==> src/rtl/irq_ctl_pkg.sv <==
package irq_ctl_pkg;
  localparam int unsigned DATA_W = 32;
  localparam int unsigned ADDR_W = 5;
  localparam int unsigned IDX_W  = $clog2(DATA_W);

  typedef enum logic [2:0] {
    SEL_STS  = 3'd0,
    SEL_PEND = 3'd1,
    SEL_EN   = 3'd2,
    SEL_ACK  = 3'd3,
    SEL_SET  = 3'd4,
    SEL_CLR  = 3'd5,
    SEL_VEC  = 3'd6,
    SEL_MST  = 3'd7
  } reg_sel_e;

  typedef struct packed {
    logic hw_en;   // bit 1
    logic out_en;  // bit 0
  } mst_t;

  function automatic logic [DATA_W-1:0] active_mask(int unsigned n);
    logic [DATA_W-1:0] m;
    m = '0;
    for (int unsigned i = 0; i < DATA_W; i++) m[i] = (i < n);
    return m;
  endfunction
endpackage

==> src/rtl/irq_capture.sv <==
module irq_capture
  import irq_ctl_pkg::*;
#(
  parameter int unsigned        NUM_ACTIVE = DATA_W,
  parameter logic [DATA_W-1:0]  EDGE_MASK  = '0
) (
  input  logic              clk_i,
  input  logic              rst_ni,
  input  logic [DATA_W-1:0] irq_i,
  input  logic              hw_en_i,
  input  logic [DATA_W-1:0] ack_i,
  output logic [DATA_W-1:0] sts_o
);
  localparam logic [DATA_W-1:0] ACT = active_mask(NUM_ACTIVE);

  logic [DATA_W-1:0] prev_q, sts_q, raw_set, set_vec;

  always_comb begin
    raw_set = (irq_i & ~prev_q & EDGE_MASK) | (irq_i & ~EDGE_MASK);
    set_vec = raw_set & ACT & {DATA_W{hw_en_i}};
  end

  always_ff @(posedge clk_i or negedge rst_ni) begin
    if (!rst_ni) begin
      prev_q <= '0;
      sts_q  <= '0;
    end else begin
      prev_q <= irq_i;
      // capture wins over acknowledge in the same cycle
      sts_q  <= (sts_q & ~ack_i) | set_vec;
    end
  end

  assign sts_o = sts_q;

  for (genvar i = 0; i < int'(NUM_ACTIVE) && i < int'(DATA_W); i++) begin : g_chk
    assert_hw_gate_R10: assert property (@(posedge clk_i) disable iff (!rst_ni)
      $rose(sts_q[i]) |-> $past(hw_en_i));
    if (EDGE_MASK[i]) begin : g_edge
      assert_edge_rise_R4: assert property (@(posedge clk_i) disable iff (!rst_ni)
        $rose(sts_q[i]) |-> ($past(irq_i[i]) && !$past(prev_q[i])));
    end else begin : g_level
      assert_level_recap_R5: assert property (@(posedge clk_i) disable iff (!rst_ni)
        (hw_en_i && irq_i[i]) |=> sts_q[i]);
    end
  end
endmodule

==> src/rtl/irq_prio_enc.sv <==
module irq_prio_enc
  import irq_ctl_pkg::*;
(
  input  logic [DATA_W-1:0] pend_i,
  output logic              found_o,
  output logic [IDX_W-1:0]  idx_o
);
  always_comb begin
    found_o = 1'b0;
    idx_o   = '0;
    // descending scan: the last hit is the lowest index
    for (int i = DATA_W - 1; i >= 0; i--) begin
      if (pend_i[i]) begin
        found_o = 1'b1;
        idx_o   = IDX_W'(i);
      end
    end
  end

  always_comb begin
    assert_vec_pick_R8: assert (!found_o || pend_i[idx_o]);
    assert_vec_none_R8: assert (found_o || pend_i == '0);
  end
endmodule

==> src/rtl/irq_ctl_top.sv <==
module irq_ctl_top
  import irq_ctl_pkg::*;
#(
  parameter int unsigned        NUM_ACTIVE = 32,
  parameter logic [DATA_W-1:0]  EDGE_MASK  = 32'h0000_0000
) (
  input  logic              clk_i,
  input  logic              rst_ni,
  input  logic [DATA_W-1:0] irq_i,
  input  logic [ADDR_W-1:0] addr_i,
  input  logic              we_i,
  input  logic [DATA_W-1:0] wdata_i,
  output logic [DATA_W-1:0] rdata_o,
  output logic              irq_o
);
  reg_sel_e          sel;
  logic [DATA_W-1:0] en_q, sts, pend, ack, vec, rdata_q, rd_mux;
  mst_t              mst_q;
  logic              found;
  logic [IDX_W-1:0]  idx;
  logic [1:0]        addr_lo;

  assign sel     = reg_sel_e'(addr_i[ADDR_W-1:2]);
  assign addr_lo = addr_i[1:0];
  assign ack     = (we_i && sel == SEL_ACK) ? wdata_i : '0;

  always_ff @(posedge clk_i or negedge rst_ni) begin
    if (!rst_ni) begin
      en_q  <= '0;
      mst_q <= '0;
    end else if (we_i) begin
      unique case (sel)
        SEL_EN:  en_q  <= wdata_i;
        SEL_SET: en_q  <= en_q | wdata_i;
        SEL_CLR: en_q  <= en_q & ~wdata_i;
        SEL_MST: mst_q <= mst_t'(wdata_i[1:0]);
        default: ;
      endcase
    end
  end

  irq_capture #(
    .NUM_ACTIVE(NUM_ACTIVE),
    .EDGE_MASK (EDGE_MASK)
  ) u_capture (
    .clk_i  (clk_i),
    .rst_ni (rst_ni),
    .irq_i  (irq_i),
    .hw_en_i(mst_q.hw_en),
    .ack_i  (ack),
    .sts_o  (sts)
  );

  assign pend = sts & en_q;

  irq_prio_enc u_enc (
    .pend_i (pend),
    .found_o(found),
    .idx_o  (idx)
  );

  assign vec   = found ? DATA_W'(idx) : '1;
  assign irq_o = found & mst_q.out_en & mst_q.hw_en;

  always_comb begin
    unique case (sel)
      SEL_STS:  rd_mux = sts;
      SEL_PEND: rd_mux = pend;
      SEL_EN:   rd_mux = en_q;
      SEL_VEC:  rd_mux = vec;
      SEL_MST:  rd_mux = {{(DATA_W-2){1'b0}}, mst_q};
      default:  rd_mux = '0;
    endcase
  end

  always_ff @(posedge clk_i or negedge rst_ni) begin
    if (!rst_ni) rdata_q <= '0;
    else         rdata_q <= (addr_lo == 2'b00) ? rd_mux : '0;
  end

  assign rdata_o = rdata_q;

  assert_set_en_R3: assert property (@(posedge clk_i) disable iff (!rst_ni)
    (we_i && sel == SEL_SET) |=> ((en_q & $past(wdata_i)) == $past(wdata_i)));
  assert_clr_en_R3: assert property (@(posedge clk_i) disable iff (!rst_ni)
    (we_i && sel == SEL_CLR) |=> ((en_q & $past(wdata_i)) == '0));
  assert_req_gate_R9: assert property (@(posedge clk_i) disable iff (!rst_ni)
    irq_o |-> (vec != '1));
endmodule

==> config.mk <==
export PLATFORM = sky130hd
export DESIGN_NAME = irq_ctl_top
export DESIGN_NICKNAME = d
export VERILOG_FILES = /design/src/rtl/irq_ctl_pkg.sv /design/src/rtl/irq_capture.sv /design/src/rtl/irq_prio_enc.sv /design/src/rtl/irq_ctl_top.sv
export SDC_FILE = /design/constraint.sdc
export NUM_CORES = 1
export LEC_CHECK = 0
export ABC_AREA = 1
export BUFFER_PORTS_ARGS = -buffer_cell sky130_fd_sc_hd__buf_2
export CAP_MARGIN = 40
export CORE_MARGIN = 2
export CORE_UTILIZATION = 35
export CTS_BUF_LIST = sky130_fd_sc_hd__clkbuf_16
export CTS_CLUSTER_DIAMETER = 50
export DETAILED_ROUTE_END_ITERATION = 12
export SLEW_MARGIN = 25
export SYNTH_ARGS = -nofsm -noshare
export SYNTH_HDL_FRONTEND = slang
export SYNTH_HIERARCHICAL = 1
export SYNTH_SLANG_ARGS = --single-unit
==> constraint.sdc <==
create_clock -name clk_i -period 3.22 [get_ports clk_i]
set_clock_uncertainty 0.1 [all_clocks]
set_input_delay 0.322 -clock clk_i [delete_from_list [all_inputs] [get_ports clk_i]]
set_output_delay 0.322 -clock clk_i [all_outputs]
set_load 0.05 [all_outputs]
==> run metrics, run 1 <==
Avg Vias per Cell 4.53; slowest CP cell dfrtp_1; CTS resizes 0; leakage power 4.15 nW; Final Max Slew Viols 0; setup TNS 0 ns; Residual DRC 0; critical path peak fanout 3; Total Wirelength ~17 mm; ranking of synthesized cells by area dfrtp_1, nand2_1, inv_1; cell row count 47; # IOs 105; Final ANT Viol Nets 0; Die Span Y 135 um; post-synth top area share 0.408; layout cell share with drive strength beyond 1 0.145; die width 135 um; DRT iter0 DRCs 344; crit share post-route 0.851; Tot Pwr 3.76 mW; Diodes inserted 0; FILL cells 1824; clk sink count 98; full die area 0.0182 mm2; CP bufs+invs 3; worst stage delay on the critical path roughly 0.41 ns; Seq/Total Area, Yosys 0.408; postcts setup bufs 0; WL per Instance 13.2 um; worst slew pin tran 0.780 ns; CTS tree built; Layout area overhead 16.5%; maximum VDD drop ~260 uV; most frequent cells in the layout nand2_1, inv_1, nor2_1; register area ~0.0025 mm2; remaining global-route overflow 0; total vias in the final route 5659; largest net degree at the start of global routing 59; Top delay family on crit path simple AND/OR/NAND/NOR gates; status finished clean; GPL Wtd Cong 0.820; initial antenna violation count 0; vias in the first global route about 5500; Worst Path Arrival 2.86 ns; Syn. warnings 6; Worst Setup Start Kind register; Syn Inst Count 940; root buf cell clkbuf_16; Rel. slew slack 0.479; most common cell after layout, fill and taps aside nand2_1; htree depth 3; Synthesized Nets about 1000; total track usage 0.194; I/O Buffers between 100 and 150; Worst EP required 3.34 ns; Setup-failing EPs final 0; nature of the critical path endpoint register; Max clock buf depth 2; Min Hold Slack approximately 0.064 ns; global-route wire length before repair 27.8 mm; post-synth top area cell dfrtp_1; Clk Latency, worst-skew pair 0.35 ns; multi-input logic area 0.00274 mm2; Initial DRT Pass Iterations 5; initial core utilization 0.360; most frequent CP cell nand2_1; syn avg cell area 6.39 um2; Core Area 0.0167 mm2; Detailed Place HPWL roughly 11 mm; pwr/cell area approximately 540 mW/mm2; Reg clk slew, reported paths ~0.070 ns; Yosys cell types 32; Max Freq 365 MHz; CTS Hold Bufs 1; RSZ-0062 raised after global routing no; critical path class reg -> reg; fin nets 1096; Worst Hold Class in -> reg; final hold violation count 0; Syn Std Cell Area between 0.006 and 0.007 mm2; Num CTS Buffers 9; FF+latch count, synth 98; max-cap viol count 0; minimum clock period 2.74 ns
## cells in the mapped netlist
library cell  count
o211ai_1          1
a211oi_1          1
nor2_4            2
nand2_4           1
o21ai_4           1
inv_2             6
nand3_1          69
o21ai_0           4
or2_2             2
a311oi_1          1
o21ai_1           1
nor2_1          115
and3_1            1
buf_4             7
nand2_2           2
o21bai_1          1
a31oi_1           1
nor2_2            2
nor3_2            1
a21oi_1           3
clkbuf_1         13
buf_1             2
buf_6             9
buf_2            14
o31ai_1           1
nand2_1         401
a21oi_2           1
nor4_1            3
nor3_1            2
dfrtp_1          98
inv_1           138
nand4_1          36
## cells by family after synthesis
| group | after synthesis | share of synthesized area |
|---|---|---|
| AND/OR/NAND/NOR | 637 | 0.437 |
| flip-flops | 98 | 0.408 |
| buffers and inverters | 189 | 0.137 |
| AO/OA/AOI/OAI | 16 | 0.0183 |
## sequential cells by signal, summed over array words and instances, names as in the netlist
register and flops:
u_capture/sts_o 32, en_q 32, mst_q 2, rdata_o 32
## tightest hold or removal path, stage by stage
cell	delay (ns)
buf_2	0.07
nand2_1	0.04
nand2_1	0.05
## per-layer routing
metal  vias up  wire (um)  global-route usage  part of all wire
met4         0        206              0.0480             0.012
met3        15        759              0.0304             0.046
met1      2530       8050               0.268              0.49
li1       2994          -                   -                 -
met2       120       7500               0.319              0.45
met5         -          0                   0                 0
## layout make-up
| type | instances | area share |
|---|---|---|
| multi-input cells | 653 | 0.392 |
| clock buffers | 9 | 0.0322 |
| repair buffers | 118 | 0.0937 |
| clock inverters | 6 | 0.0154 |
| flip-flops and latches | 98 | 0.351 |
| inverters | 144 | 0.0773 |
| well taps | 220 | 0.0393 |
## power by group
part           switching [mW]  internal (mW)
logic                   0.677          0.328
clock network           0.479          0.753
registers               0.131           1.40
## worst paths after layout
check | slack, ns | cells after the start | end | startpoint
setup / recovery | 0.48 | 38 | rdata_o[0] | u_capture/sts_o[29]
hold / removal | 0.06 | 3 | u_capture/sts_o[29] | irq_i[29]
setup reg to reg | 0.48 | 38 | rdata_o[0] | u_capture/sts_o[29]
hold reg to reg | 0.40 | 2 | en_q[29] | en_q[29]
max in group asynchronous | 1.90 | 3 | u_capture/sts_o[10] | rst_ni
min in group asynchronous | 0.41 | 2 | u_capture/sts_o[25] | rst_ni
## stage by stage
stage / util / setup slack, ns / instance area, um2 / std cells
after floorplan: - / 0.903 / 6010 / 940
after global placement: 0.398 / 0.511 / 6650 / 1232
after detailed placement: 0.398 / 0.526 / 6650 / 1232
after CTS: 0.419 / 0.497 / 7000 / 1248
after global routing: 0.419 / 0.0645 / 7000 / 1248
final: 0.419 / 0.480 / 7000 / 1248
Note: power is estimated with default switching activity, not from simulation.
==> run 2, diff against run 1 <==
--- a/config.mk
+++ b/config.mk
@@ -8,7 +8,7 @@
 export ABC_AREA = 1
 export BUFFER_PORTS_ARGS = -buffer_cell sky130_fd_sc_hd__buf_2
 export CAP_MARGIN = 40
-export CORE_MARGIN = 2
+export CORE_MARGIN = 1
 export CORE_UTILIZATION = 35
 export CTS_BUF_LIST = sky130_fd_sc_hd__clkbuf_16
 export CTS_CLUSTER_DIAMETER = 50
@@ -16,5 +16,4 @@
 export SLEW_MARGIN = 25
 export SYNTH_ARGS = -nofsm -noshare
 export SYNTH_HDL_FRONTEND = slang
-export SYNTH_HIERARCHICAL = 1
 export SYNTH_SLANG_ARGS = --single-unit
==> run metrics, run 2 <==
commonest cells in the synthesized netlist nand2_1, dfrtp_1, a21oi_1 (was nand2_1, inv_1, nor2_1); most frequent cells in the layout nand2_1, buf_2, dfrtp_1 (was nand2_1, inv_1, nor2_1); vias in the first global route 4561 (was 5465); Worst Setup SP u_capture.sts_o[18] (was u_capture/sts_o[29]); Syn. warnings 0 (was 6); setup TNS 0 ns (unchanged); top-count cell post-synth nand2_1 (unchanged); Setup-failing EPs final 0 (unchanged); maximum VDD drop 348 uV (was 262 uV); cell area after placement 0.00556 mm2 (was 0.00665 mm2); Worst EP required 2.80 ns (was 3.34 ns); # IOs 105 (unchanged); global-route wire length before repair 22.6 mm (was 27.8 mm); pwr/cell area 616 mW/mm2 (was 538 mW/mm2); Yosys cell types 22 (was 32); root buf cell clkbuf_16 (unchanged); Diodes inserted 0 (unchanged); worst slew pin tran 0.659 ns (was 0.780 ns); Detailed Place HPWL 9.20 mm (was 11.3 mm); largest net degree at the start of global routing 57 (was 59); Num CTS Buffers 9 (unchanged); minimum clock period 2.52 ns (was 2.74 ns); DP Cell Count 866 (was 1232); GPL Wtd Cong 0.848 (was 0.820); critical path peak fanout 3 (unchanged); Syn Std Cell Area 0.00481 mm2 (was 0.00601 mm2); Die Span Y 119 um (was 135 um); crit share post-route 0.784 (was 0.851); I/O Buffers 104 (unchanged); Critical Path End irq_o (was rdata_o[0]); die width 119 um (was 135 um); Reg clk slew, reported paths 0.07 ns (about the same); Worst Hold Class in -> reg (unchanged); Seq/Total Area, Yosys 0.509 (was 0.408); worst r2r src u_capture.sts_o[18] (was u_capture/sts_o[29]); Avg Vias per Cell 5.16 (was 4.53); htree depth 3 (unchanged); layout cell share with drive strength beyond 1 0.228 (was 0.145); initial antenna violation count 1 (was 0); Initial DRT Pass Iterations 5 (unchanged); initial core utilization 0.361 (was 0.360); Layout area overhead 22.7% (was 16.5%); Syn Inst Count 604 (was 940); Clk Latency, worst-skew pair 0.36 ns (was 0.35 ns); syn avg cell area 7.97 um2 (was 6.39 um2); Total Wirelength 13.6 mm (was 16.5 mm); WL per Instance 15.4 um (was 13.2 um); postcts setup bufs 0 (unchanged); ranking of synthesized cells by area dfrtp_1, nand2_1, a21oi_1 (was dfrtp_1, nand2_1, inv_1); CTS resizes 0 (unchanged); total vias in the final route 4558 (was 5659); Post-synth ARST share 1.00 (unchanged); EDFF count, synth 0 (unchanged); reg-to-reg critical path endpoint rdata_o[11] (was rdata_o[0]); leakage power 2.99 nW (was 4.15 nW); Max Freq 396 MHz (was 365 MHz); Layout Cells excl Fill 883 (was 1248); cell row count 42 (was 47); Worst Path Arrival 2.10 ns (was 2.86 ns); remaining global-route overflow 0 (unchanged); slowest CP cell dfrtp_1 (unchanged); most common cell after layout, fill and taps aside nand2_1 (unchanged); Synth Flop Type dfrtp_1 (unchanged); Final ANT Viol Nets 0 (unchanged); CTS Hold Bufs 1 (unchanged); Rel. slew slack 0.560 (was 0.479); fin nets 774 (was 1096); status finished clean (unchanged); CP Cell Sequence nand2_1, nand2_1, nor2_1, nand2_1, nor4_1, inv_1, nor2_1, nor2_1, buf_2; flop2flop setup slack 0.83 ns (was 0.48 ns); nature of the critical path endpoint output pin (was register); worst stage delay on the critical path 0.40 ns (was 0.41 ns); total track usage 0.202 (was 0.194); CTS tree built (unchanged); Min Hold Slack 0.0605 ns (was 0.0640 ns); Synthesized Nets 676 (was 1012); post-synth top area cell dfrtp_1 (unchanged); FF+latch count, synth 98 (unchanged); post-synth top area share 0.509 (was 0.408); Worst Reg-to-Reg Cells 13 (was 38); Max clock buf depth 2 (unchanged); Final Max Slew Viols 0 (unchanged); full die area 0.0142 mm2 (was 0.0182 mm2); post-layout instance area 0.00591 mm2 (was 0.00700 mm2); RSZ-0062 raised after global routing no (unchanged); Worst Setup Start Kind register (unchanged); max-cap viol count 0 (unchanged); final hold violation count 0 (unchanged); DRT iter0 DRCs 309 (was 344); critical path class reg -> out (was reg -> reg); Tot Pwr 3.64 mW (was 3.76 mW); Residual DRC 0 (unchanged); Core Area 0.0133 mm2 (was 0.0167 mm2); clk sink count 98 (unchanged)
[run 2: through the flow]
step	utilization	worst slack (ns)
2_1_floorplan	-	1.14
3_3_place_gp	0.416	0.886
3_5_place_dp	0.417	0.879
4_1_cts	0.443	0.701
5_1_grt	0.443	0.457
6_report	0.443	0.696
[run 2: power by group]
group	leakage (nW)	switching (mW)	internal (mW)	total, mW
Combinational	1.65	0.577	0.305	0.883
Sequential	1.17	0.136	1.40	1.54
Clock	0.164	0.470	0.751	1.22
[run 2: worst max-delay path, delay by kind of cell, from the launching register on]
| family | cells | cell delay [ns] |
|---|---|---|
| and+or+nand+nor | 7 | 1.06 |
| buffers and inverters | 2 | 0.29 |
| DFF | 1 | 0.40 |
[run 2: area by class of cell]
cell class	instances	area, um2
Tap cell	176	220
Clock inverter	7	108
Timing Repair Buffer	118	651
Clock buffer	9	225
Inverter	79	297
Sequential cell	98	2450
Fill cell	1334	7440
Multi-Input combinational cell	396	1950
[run 2: cells by family (layout without fill, tap and decap cells)]
family | after synthesis | after routing | synth area share
flip-flops | 98 | 98 | 0.509
AND/OR/NAND/NOR | 210 | 210 | 0.184
AO/OA/AOI/OAI | 186 | 186 | 0.221
buffers and inverters | 110 | 213 | 0.0858
[run 2: worst min path at each step]
| stage | start | endpoint | depth (start not counted) |
|---|---|---|---|
| final | irq_i[0] | u_capture.sts_o[0] | 3 |
| after global routing | irq_i[3] | u_capture.sts_o[3] | 3 |
| after CTS | irq_i[0] | u_capture.sts_o[0] | 3 |
| after detailed placement | rst_ni | u_capture.sts_o[23] | 1 |
| after global placement | rst_ni | u_capture.sts_o[23] | 1 |
| after floorplan | rst_ni | en_q[0] | 0 |
[run 2: routing by layer]
metal  routed length [um]  track usage  up-vias
met5                    0            0        -
met4                  193       0.0578        0
met3                  951       0.0512       14
met2                 6470        0.323      175
met1                 6030        0.270     2164
li1                     -            -     2205
==> run 3, diff against run 2 <==
==> constraint.sdc (replaced) <==
create_clock -name clk_i -period 2.59 [get_ports clk_i]
set_clock_uncertainty 0.1 [all_clocks]
set_input_delay 0.259 -clock clk_i [delete_from_list [all_inputs] [get_ports clk_i]]
set_output_delay 0.259 -clock clk_i [all_outputs]
set_load 0.05 [all_outputs]
==> run metrics, run 3 (synthesized netlist as in run 2, its figures left out) <==
status finished clean (unchanged); Diodes inserted 0 (unchanged); Layout area overhead 23.1% (was 22.7%); Rel. slew slack 0.526 (was 0.560); Worst EP required 2.23 ns (was 2.80 ns); htree depth 3 (unchanged); total track usage 0.199 (was 0.202); fin util 0.444 (was 0.443); Residual DRC 0 (unchanged); remaining global-route overflow 0 (unchanged); Hold Crit Start irq_i[9] (was irq_i[0]); flop2flop setup slack 0.28 ns (was 0.83 ns); worst slew pin tran 0.708 ns (was 0.659 ns); global-route wire length before repair 22.0 mm (was 22.6 mm); WL per Instance 14.8 um (was 15.4 um); clk sink count 98 (unchanged); Detailed Place HPWL 9.26 mm (was 9.20 mm); Max Freq 425 MHz; root buf cell clkbuf_16 (unchanged); vias in the first global route 4412 (was 4561); most frequent cells in the layout nand2_1, buf_2, dfrtp_1 (unchanged); slowest CP cell dfrtp_1 (unchanged); CP Cell Sequence nand2_2, nand2_1, nor2_1, inv_1, nor4_2, inv_1, nor2_1, nor2_1, buf_2 (was nand2_1, nand2_1, nor2_1, nand2_1, nor4_1, inv_1, nor2_1, nor2_1, buf_2); critical path peak fanout 3 (unchanged); leakage power 2.99 nW (about the same); Core Area 0.0133 mm2 (unchanged); maximum VDD drop 320 uV (was 348 uV); Die Span Y 119 um (unchanged); crit share post-route 0.908; die width 119 um (unchanged); Setup-failing EPs final 0 (unchanged); worst r2r src u_capture.sts_o[31] (was u_capture.sts_o[18]); postcts setup bufs 0 (unchanged); Final Max Slew Viols 0 (unchanged); most common cell after layout, fill and taps aside nand2_1 (unchanged); DRT iter0 DRCs 278 (was 309); cell row count 42 (unchanged); setup TNS 0 ns (unchanged); total vias in the final route 4458 (was 4558); minimum clock period 2.35 ns; DP Cell Count 869 (was 866); CTS tree built (unchanged); critical path class reg -> out (unchanged); Reg clk slew, reported paths 0.07 ns (about the same); multi-input logic area 0.00196 mm2 (was 0.00195 mm2); Clk Latency, worst-skew pair 0.35 ns (was 0.36 ns); Avg Vias per Cell 5.01 (was 5.16); full die area 0.0142 mm2 (unchanged); Top delay family on crit path simple AND/OR/NAND/NOR gates (unchanged); GPL Wtd Cong 0.833 (was 0.848); RSZ-0062 raised after global routing no (unchanged); nature of the critical path endpoint output pin (unchanged); final hold violation count 0 (unchanged); Max clock buf depth 2 (unchanged); worst stage delay on the critical path 0.41 ns (was 0.40 ns); Worst Path Arrival 1.99 ns (was 2.10 ns); layout cell share with drive strength beyond 1 0.235 (was 0.228); initial antenna violation count 0 (was 1); register area 0.00245 mm2 (unchanged); pwr/cell area 733 mW/mm2 (was 616 mW/mm2); largest net degree at the start of global routing 42 (was 57); Worst Setup Start Kind register (unchanged); Worst Setup SP u_capture.sts_o[31] (was u_capture.sts_o[18]); Num CTS Buffers 9 (unchanged); initial core utilization 0.361 (unchanged); CP bufs+invs 3 (was 2); Layout Cells excl Fill 890 (was 883); max-cap viol count 0 (unchanged); most frequent CP cell nor2_1; fin nets 781 (was 774); Final ANT Viol Nets 0 (unchanged); Total Wirelength 13.2 mm (was 13.6 mm); I/O Buffers 104 (unchanged); Initial DRT Pass Iterations 5 (unchanged); FILL cells 1366 (was 1334); # IOs 105 (unchanged); Worst Hold Class in -> reg (unchanged)
run 3: per-stage QoR:
step / worst slack, ns / hold slack [ns] / power, mW / area, um2
2_1_floorplan: 0.512 / -0.137 / 2.69 / 4810
3_3_place_gp: 0.273 / 0.182 / 3.00 / 5560
3_5_place_dp: 0.216 / 0.177 / 3.03 / 5570
4_1_cts: 0.103 / 0.00599 / 4.37 / 5920
5_1_grt: 0.000885 / 0.0106 / 4.62 / 5930
6_report: 0.239 / 0.0114 / 4.35 / 5930
run 3: final timing paths:
kind,end,cells past startpoint
max in group asynchronous,u_capture.sts_o[8],3
hold / removal,u_capture.sts_o[9],3
setup / recovery,irq_o,9
hold reg to reg,mst_q[0],2
setup reg to reg,rdata_o[0],34
min in group asynchronous,en_q[25],2
run 3: cell type report:
cell class / instances / share of cell area
clock buffer: 9 / 0.0380
clock inverter: 7 / 0.0116
inverter: 79 / 0.0500
multi-input combinational: 396 / 0.331
sequential: 98 / 0.414
tap: 176 / 0.0372
timing repair buffer: 125 / 0.118
run 3: tightest hold or removal path: stages:
cell	delay, ns
buf_2	0.08
nand2_1	0.04
nand2_1	0.05
run 3: timing repair:
action	CTS	global route
hold buffers	5	0
endpoints found under the setup margin	0	7
resized for setup	0	3
hold endpoints to repair	42	0
run 3: routing by layer:
layer  global-route usage  wire (um)
met5                    0          0
met4               0.0633        178
met3               0.0407        733
met2                0.326       6240
met1                0.263       6010
run 3: power by group:
group	internal (mW)	switching [mW]	leakage, nW
combinational	0.386	0.715	1.68
sequential	1.74	0.169	1.17
clock	0.747	0.588	0.143
